File: config.mk
export PLATFORM = sky130hd
export DESIGN_NAME = gpio_bank_ctrl
export DESIGN_NICKNAME = d
export VERILOG_FILES = /design/src/rtl/gpio_pkg.sv /design/src/rtl/gpio_ctrl.sv /design/src/rtl/gpio_datapath.sv /design/src/rtl/gpio_bank_ctrl.sv
export SDC_FILE = /design/constraint.sdc
export NUM_CORES = 2
export LEC_CHECK = 0
export BUFFER_PORTS_ARGS = -buffer_cell sky130_fd_sc_hd__clkbuf_2
export CORE_ASPECT_RATIO = 0.8
export CORE_UTILIZATION = 35
export DETAILED_ROUTE_END_ITERATION = 10
export GPL_TIMING_DRIVEN = 1
export PLACE_DENSITY_LB_ADDON = 0.12
export SKIP_LAST_GASP = 1
export SYNTH_ARGS = -nofsm -noshare
export SYNTH_HDL_FRONTEND = slang
export SYNTH_HIERARCHICAL = 1
export SYNTH_SLANG_ARGS = --single-unit
File: constraint.sdc
create_clock -name clk -period 9.6 [get_ports clk]
set_input_delay 0.96 -clock clk [delete_from_list [all_inputs] [get_ports clk]]
set_output_delay 0.96 -clock clk [all_outputs]
set_load 0.01 [all_outputs]
File: src/rtl/gpio_pkg.sv
package gpio_pkg;
  localparam int NUM_BANKS    = 4;
  localparam int PIN_W        = 32;
  localparam int ADDR_W       = 12;
  localparam int BANK_W       = $clog2(NUM_BANKS);
  localparam int TOTAL_PINS   = NUM_BANKS * PIN_W;
  localparam int GROUPS       = 7;
  localparam int GROUP_STRIDE = 12;
  localparam int LOW_BANKS    = 3;
  localparam int HIGH_BASE    = 'h100;
  localparam int ALT_BASE     = 'h54;
  localparam int ALT_STRIDE   = 8;
  localparam int SPACE_END    = 'h200;

  typedef enum logic [3:0] {
    K_NONE, K_LEVEL, K_DIR, K_SET, K_CLR, K_RISE, K_FALL, K_EDGE, K_ALTLO, K_ALTHI
  } regKindE;

  typedef struct packed {
    logic              wrDir;
    logic              wrSet;
    logic              wrClr;
    logic              wrRise;
    logic              wrFall;
    logic              wrEdge;
    logic              wrAltLo;
    logic              wrAltHi;
    logic [BANK_W-1:0] bank;
  } strobeT;

  function automatic int bankOffset(int b);
    return (b < LOW_BANKS) ? b * 4 : HIGH_BASE + (b - LOW_BANKS) * 4;
  endfunction

  function automatic regKindE groupKind(int g);
    case (g)
      0:       return K_LEVEL;
      1:       return K_DIR;
      2:       return K_SET;
      3:       return K_CLR;
      4:       return K_RISE;
      5:       return K_FALL;
      default: return K_EDGE;
    endcase
  endfunction

  function automatic logic [PIN_W-1:0] wakeMask(int b);
    case (b)
      0:       return PIN_W'(32'h8003FE1B);
      1:       return PIN_W'(32'h002001FC);
      2:       return PIN_W'(32'hEC080000);
      3:       return PIN_W'(32'h0012007F);
      default: return '0;
    endcase
  endfunction
endpackage

File: src/rtl/gpio_ctrl.sv
module gpio_ctrl
  import gpio_pkg::*;
(
  input  logic              wrEn,
  input  logic [ADDR_W-1:0] addr,
  output strobeT            strb,
  output regKindE           rdKind,
  output logic [BANK_W-1:0] rdBank
);
  regKindE           kind;
  logic [BANK_W-1:0] bank;

  always_comb begin
    kind = K_NONE;
    bank = '0;
    if (int'(addr) < SPACE_END) begin
      for (int b = 0; b < NUM_BANKS; b++) begin
        for (int g = 0; g < GROUPS; g++) begin
          if (int'(addr) == g * GROUP_STRIDE + bankOffset(b)) begin
            kind = groupKind(g);
            bank = BANK_W'(b);
          end
        end
        if (int'(addr) == ALT_BASE + b * ALT_STRIDE) begin
          kind = K_ALTLO;
          bank = BANK_W'(b);
        end
        if (int'(addr) == ALT_BASE + 4 + b * ALT_STRIDE) begin
          kind = K_ALTHI;
          bank = BANK_W'(b);
        end
      end
    end
  end

  always_comb begin
    strb.wrDir   = wrEn && (kind == K_DIR);
    strb.wrSet   = wrEn && (kind == K_SET);
    strb.wrClr   = wrEn && (kind == K_CLR);
    strb.wrRise  = wrEn && (kind == K_RISE);
    strb.wrFall  = wrEn && (kind == K_FALL);
    strb.wrEdge  = wrEn && (kind == K_EDGE);
    strb.wrAltLo = wrEn && (kind == K_ALTLO);
    strb.wrAltHi = wrEn && (kind == K_ALTHI);
    strb.bank    = bank;
  end

  assign rdKind = kind;
  assign rdBank = bank;
endmodule

File: src/rtl/gpio_datapath.sv
module gpio_datapath
  import gpio_pkg::*;
(
  input  logic                  clk,
  input  logic                  rstN,
  input  strobeT                strb,
  input  regKindE               rdKind,
  input  logic [BANK_W-1:0]     rdBank,
  input  logic [PIN_W-1:0]      wrData,
  input  logic [TOTAL_PINS-1:0] pinIn,
  input  logic                  cpuHalted,
  output logic [PIN_W-1:0]      rdData,
  output logic [TOTAL_PINS-1:0] pinOut,
  output logic                  irqPin0,
  output logic                  irqPin1,
  output logic                  irqOther,
  output logic                  wakeReq
);
  logic [PIN_W-1:0]     levelV [NUM_BANKS];
  logic [PIN_W-1:0]     dirV   [NUM_BANKS];
  logic [PIN_W-1:0]     riseV  [NUM_BANKS];
  logic [PIN_W-1:0]     fallV  [NUM_BANKS];
  logic [PIN_W-1:0]     edgeV  [NUM_BANKS];
  logic [PIN_W-1:0]     altLoV [NUM_BANKS];
  logic [PIN_W-1:0]     altHiV [NUM_BANKS];
  logic [NUM_BANKS-1:0] wakeHit;

  for (genvar b = 0; b < NUM_BANKS; b++) begin : gBank
    localparam logic [BANK_W-1:0] IDX = BANK_W'(b);
    logic             hit;
    logic [PIN_W-1:0] dirQ, outQ, riseQ, fallQ, edgeQ, altLoQ, altHiQ;
    logic [PIN_W-1:0] syncA, syncB, prevQ, padIn, newEdge, clrMask;

    assign hit     = (strb.bank == IDX);
    assign padIn   = pinIn[b*PIN_W +: PIN_W];
    assign newEdge = ~dirQ & ((riseQ & syncB & ~prevQ) | (fallQ & ~syncB & prevQ));
    assign clrMask = (strb.wrEdge && hit) ? wrData : '0;

    always_ff @(posedge clk or negedge rstN) begin
      if (!rstN) begin
        dirQ   <= '0;
        outQ   <= '0;
        riseQ  <= '0;
        fallQ  <= '0;
        edgeQ  <= '0;
        altLoQ <= '0;
        altHiQ <= '0;
        syncA  <= '0;
        syncB  <= '0;
        prevQ  <= '0;
      end else begin
        syncA <= padIn;
        syncB <= syncA;
        prevQ <= syncB;
        edgeQ <= (edgeQ & ~clrMask) | newEdge;
        if (strb.wrDir && hit)   dirQ   <= wrData;
        if (strb.wrSet && hit)   outQ   <= outQ | wrData;
        else if (strb.wrClr && hit) outQ <= outQ & ~wrData;
        if (strb.wrRise && hit)  riseQ  <= wrData;
        if (strb.wrFall && hit)  fallQ  <= wrData;
        if (strb.wrAltLo && hit) altLoQ <= wrData;
        if (strb.wrAltHi && hit) altHiQ <= wrData;
      end
    end

    assign pinOut[b*PIN_W +: PIN_W] = outQ & dirQ;
    assign levelV[b] = (outQ & dirQ) | (syncB & ~dirQ);
    assign dirV[b]   = dirQ;
    assign riseV[b]  = riseQ;
    assign fallV[b]  = fallQ;
    assign edgeV[b]  = edgeQ;
    assign altLoV[b] = altLoQ;
    assign altHiV[b] = altHiQ;
    assign wakeHit[b] = |((syncB ^ prevQ) & ~dirQ & wakeMask(b));
  end

  always_comb begin
    case (rdKind)
      K_LEVEL: rdData = levelV[rdBank];
      K_DIR:   rdData = dirV[rdBank];
      K_RISE:  rdData = riseV[rdBank];
      K_FALL:  rdData = fallV[rdBank];
      K_EDGE:  rdData = edgeV[rdBank];
      K_ALTLO: rdData = altLoV[rdBank];
      K_ALTHI: rdData = altHiV[rdBank];
      default: rdData = '0;
    endcase
  end

  always_comb begin
    irqOther = |edgeV[0][PIN_W-1:2];
    for (int b = 1; b < NUM_BANKS; b++) irqOther = irqOther | (|edgeV[b]);
  end

  assign irqPin0 = edgeV[0][0];
  assign irqPin1 = edgeV[0][1];
  assign wakeReq = cpuHalted & (|wakeHit);
endmodule

File: src/rtl/gpio_bank_ctrl.sv
module gpio_bank_ctrl
  import gpio_pkg::*;
(
  input  logic                  clk,
  input  logic                  rstN,
  input  logic                  wrEn,
  input  logic [ADDR_W-1:0]     addr,
  input  logic [PIN_W-1:0]      wrData,
  output logic [PIN_W-1:0]      rdData,
  input  logic [TOTAL_PINS-1:0] pinIn,
  output logic [TOTAL_PINS-1:0] pinOut,
  input  logic                  cpuHalted,
  output logic                  irqPin0,
  output logic                  irqPin1,
  output logic                  irqOther,
  output logic                  wakeReq
);
  strobeT            strb;
  regKindE           rdKind;
  logic [BANK_W-1:0] rdBank;

  gpio_ctrl uCtrl (
    .wrEn   (wrEn),
    .addr   (addr),
    .strb   (strb),
    .rdKind (rdKind),
    .rdBank (rdBank)
  );

  gpio_datapath uPath (
    .clk       (clk),
    .rstN      (rstN),
    .strb      (strb),
    .rdKind    (rdKind),
    .rdBank    (rdBank),
    .wrData    (wrData),
    .pinIn     (pinIn),
    .cpuHalted (cpuHalted),
    .rdData    (rdData),
    .pinOut    (pinOut),
    .irqPin0   (irqPin0),
    .irqPin1   (irqPin1),
    .irqOther  (irqOther),
    .wakeReq   (wakeReq)
  );
endmodule

==> out/metrics.csv <==
stage,metric,value,unit
synthesis,synth.top_cell.area_share,57.2,%
floorplanning,core-area,0.158,mm2
synthesis,synth_xor_area_share,0.657,%
cts,cts_sinks,1280,
layout,layout_commonest_cell,dfrtp_1,
floorplanning,die_area,0.162,mm2
layout,final_cell_mix,"dfrtp_1 (1280), mux2_2 (594), nand2_1 (432), clkbuf_2 (338), a22o_1 (255)",
routing,drt-pass1-iter-count,7,
cts,clock_latency,0.79,ns
power,sequentialPowerShare,48.3,%
global_routing,grt_pass1_wl,293000,um
routing,vias_per_cell,5.55,
synthesis,synth-edff-count,0,
worst_setup_path,cp_max_fo,91,
sta,slew_violations,0,
cts,h-tree-depth,4,
synthesis,synth_cells,4249,
cts,cts_buffer_depth,3,
place,gp_congestion,0.821,
worst_setup_path,r2r_cells,3,
run_status,status,completed,
synthesis,ys_seq_elements,1280,
worst_setup_path,arrival,5.52,ns
layout,syn_to_final_growth,15.0,%
routing,drt_iter0_markers,3709,
hold_path,holdCritPathClass,primary input to asynchronous set/reset pin,
floorplanning,die_width,449,um
cts,holdBufCountCts,0,
synthesis,syn-cell-area,0.0560,mm2
layout,finish.utilization,40.8,%
synthesis,synthAdderAreaFrac,0,%
synthesis,yosys.area_share.simple,8.45,%
routing,wl,206000,um
floorplanning,pin_count,340,
sta,finalSetupViolCount,0,
synthesis,synthDistinctLibCells,64,
synthesis,syn_avg_cell_area,13.2,um2
sta,setup-tns-final,0,ns
sta,fin_crit,6.48,ns
global_routing,gr-usage-all-layers,25.3,%
global_routing,overflow,0,
floorplanning,initial_utilization,35.5,%
global_routing,grt_pass1_vias,37300,
place,io_buffers,339,
worst_setup_path,end_kind,output port,
worst_setup_path,critPathCapture,rdData[5],
cts,cts_resized,0,
sta,skew,0.0259,ns
cts,tritoncts,built,
cts,post_cts_buffers,0,
worst_setup_path,rr_endpoint,uPath/gBank[2].edgeQ[0],
layout,num-fill-cells,14800,
routing,drcViolationCount,0,
sta,max_slew_margin,19.0,%
worst_setup_path,start_kind,primary input,
worst_setup_path,critPathKind,primary input to output port,
global_routing,antenna_found_initial,15,
power,netSwitchingPower,2690,uW
synthesis,ys.flop_type,dfrtp_1,
power,p_int,8890,uW
power,ir_drop,0.000167,V
synthesis,synth_top_family_by_area,multiplexers,
layout,drive_gt1_share,32.7,%
synthesis,yosysTopAreaCell,dfrtp_1,
global_routing,grt_max_degree,179,
sta,hold_viol_final,0,
routing,avgRoutedWirePerCell,30.7,um
synthesis,synth_area_leaders,"dfrtp_1 (57%), mux2_2 (12%), mux4_2 (9.0%)",
power,p_leak,0.0290,uW
routing,via_count,37200,
sta,worst_pin_slew,1.21,ns
cts,cts_root_buf,clkbuf_16,
worst_setup_path,ff2ff_setup_slack,8.46,ns
power,pwr-share-clk,48.3,%
run,maxCapViolations,0,
cts,path_clk_slew,0.06,ns
worst_setup_path,required,8.64,ns
synthesis,synth_compound_area_share,8.92,%
sta,max_freq,0.154,GHz
floorplanning,die_h,360,um
synthesis,async_flop_share,100,%
place,dp_hpwl,123000,um
worst_setup_path,startpoint,addr[2],
sta,period_share,67.5,%
power,switching_share,23.2,%
power,p_comb_share,3.4,%
floorplanning,row_count,130,
synthesis,synthesis.nets,4425,
cts,cts_buffers,143,
synthesis,muxShareOfSynthArea,21.2,%
worst_setup_path,timing.rr.start,uPath/gBank[2].syncB[0],
routing,final_antenna_net_count,0,
synthesis,yosysWarningCount,6,
layout,final_nets,4653,
sta,rsz0062_at_grt,no,
synthesis,synth-seq-area-share,57.2,%
power,cellPowerDensity,180,mW/mm2
[layout make-up]
type	instances	area [um2]	share of cell area, %
clock inverter	39	463	0.719
inverter	169	634	0.985
clock buffer	212	4220	6.56
multi-input combinational	2496	22200	34.5
timing repair buffer	387	2220	3.45
tap	2112	2640	4.10
sequential	1280	32000	49.7
antenna	3	7.51	0.0117
[logic make-up (layout without fill, tap and decap cells)]
| kind of cell | Yosys count | after routing |
|---|---|---|
| muxes | 832 | 832 |
| buffers and inverters | 473 | 807 |
| xor gates and xnor gates | 42 | 42 |
| AOI/OAI and AO/OA | 720 | 720 |
| other | 0 | 3 |
| and+or+nand+nor | 902 | 902 |
| DFF | 1280 | 1280 |
[synth_stat cells (all sizes together), types with 2 or more instances]
cell,instances
a21oi,163
a22o,255
buf,127
nor2b,41
or4b,2
mux4,224
mux2,608
a31oi,36
and2,140
o22ai,23
nand2b,5
nand4,9
o2111ai,2
o21ai,158
clkbuf,177
nor4,46
a21o,2
inv,169
a211o,2
nand3b,92
o31ai,2
a211oi,33
a2bb2oi,2
nor2,12
nor3b,38
or2,2
nor4b,7
and3,33
o211ai,34
nand2,447
dfrtp,1280
or3,9
or4,2
nor3,8
nor4bb,3
xnor2,41
[worst min path at each step]
stage	start	end	slack, ns	depth (start not counted)
detailed placement	uPath/gBank[0].syncA[10]	uPath/gBank[0].syncB[10]	0.33	0
global route	rstN	uPath/gBank[0].syncB[1]	0.18	1
floorplan	uPath/gBank[0].syncA[0]	uPath/gBank[0].syncB[0]	0.33	0
finish	rstN	uPath/gBank[2].syncA[2]	0.15	1
CTS	rstN	uPath/gBank[2].syncA[2]	0.16	1
global placement	uPath/gBank[2].syncA[10]	uPath/gBank[2].syncB[10]	0.33	0
[metrics by stage]
stage	setup slack, ns	total power, uW	cells	hold slack, ns	area (um2)
2_1_floorplan	4.67	5810	4249	0.331	56000
3_3_place_gp	3.16	6090	6444	0.334	59700
3_5_place_dp	3.12	6090	6444	0.335	59700
4_1_cts	3.13	11700	6695	0.156	64400
5_1_grt	2.93	12000	6697	0.179	64400
6_report	3.12	11600	6698	0.155	64400
[power by group through the flow]
| stage | sequential, uW | combinational, uW | clock, uW |
|---|---|---|---|
| floorplan | 5640 | 170 | 0 |
| global placement | 5690 | 401 | 0 |
| detailed placement | 5690 | 401 | 0 |
| CTS | 5590 | 402 | 5730 |
| global route | 5600 | 438 | 5950 |
| finish | 5590 | 394 | 5600 |
[layer usage]
metal  GRT usage, %  share of wire [%]  wire (um)  up-vias
met3           4.66                5.8      12000      284
met1           36.6                 46      94700    19800
met4           6.85                2.6       5270       10
met2           38.9                 46      93600     1218
met5              0              0.031         64        -
li1               -                  -          -    15900
[worst max-delay path: stages]
cell	delay, ns
clkbuf_2	0.28
xnor2_1	0.43
a221oi_1	0.14
or4_1	0.42
a211oi_1	0.51
a211o_4	0.71
buf_12	0.49
mux4_2	0.41
a22o_1	0.25
a211oi_2	0.19
o211ai_1	0.22
clkbuf_2	0.22
Note: power is estimated with default switching activity, not from simulation.
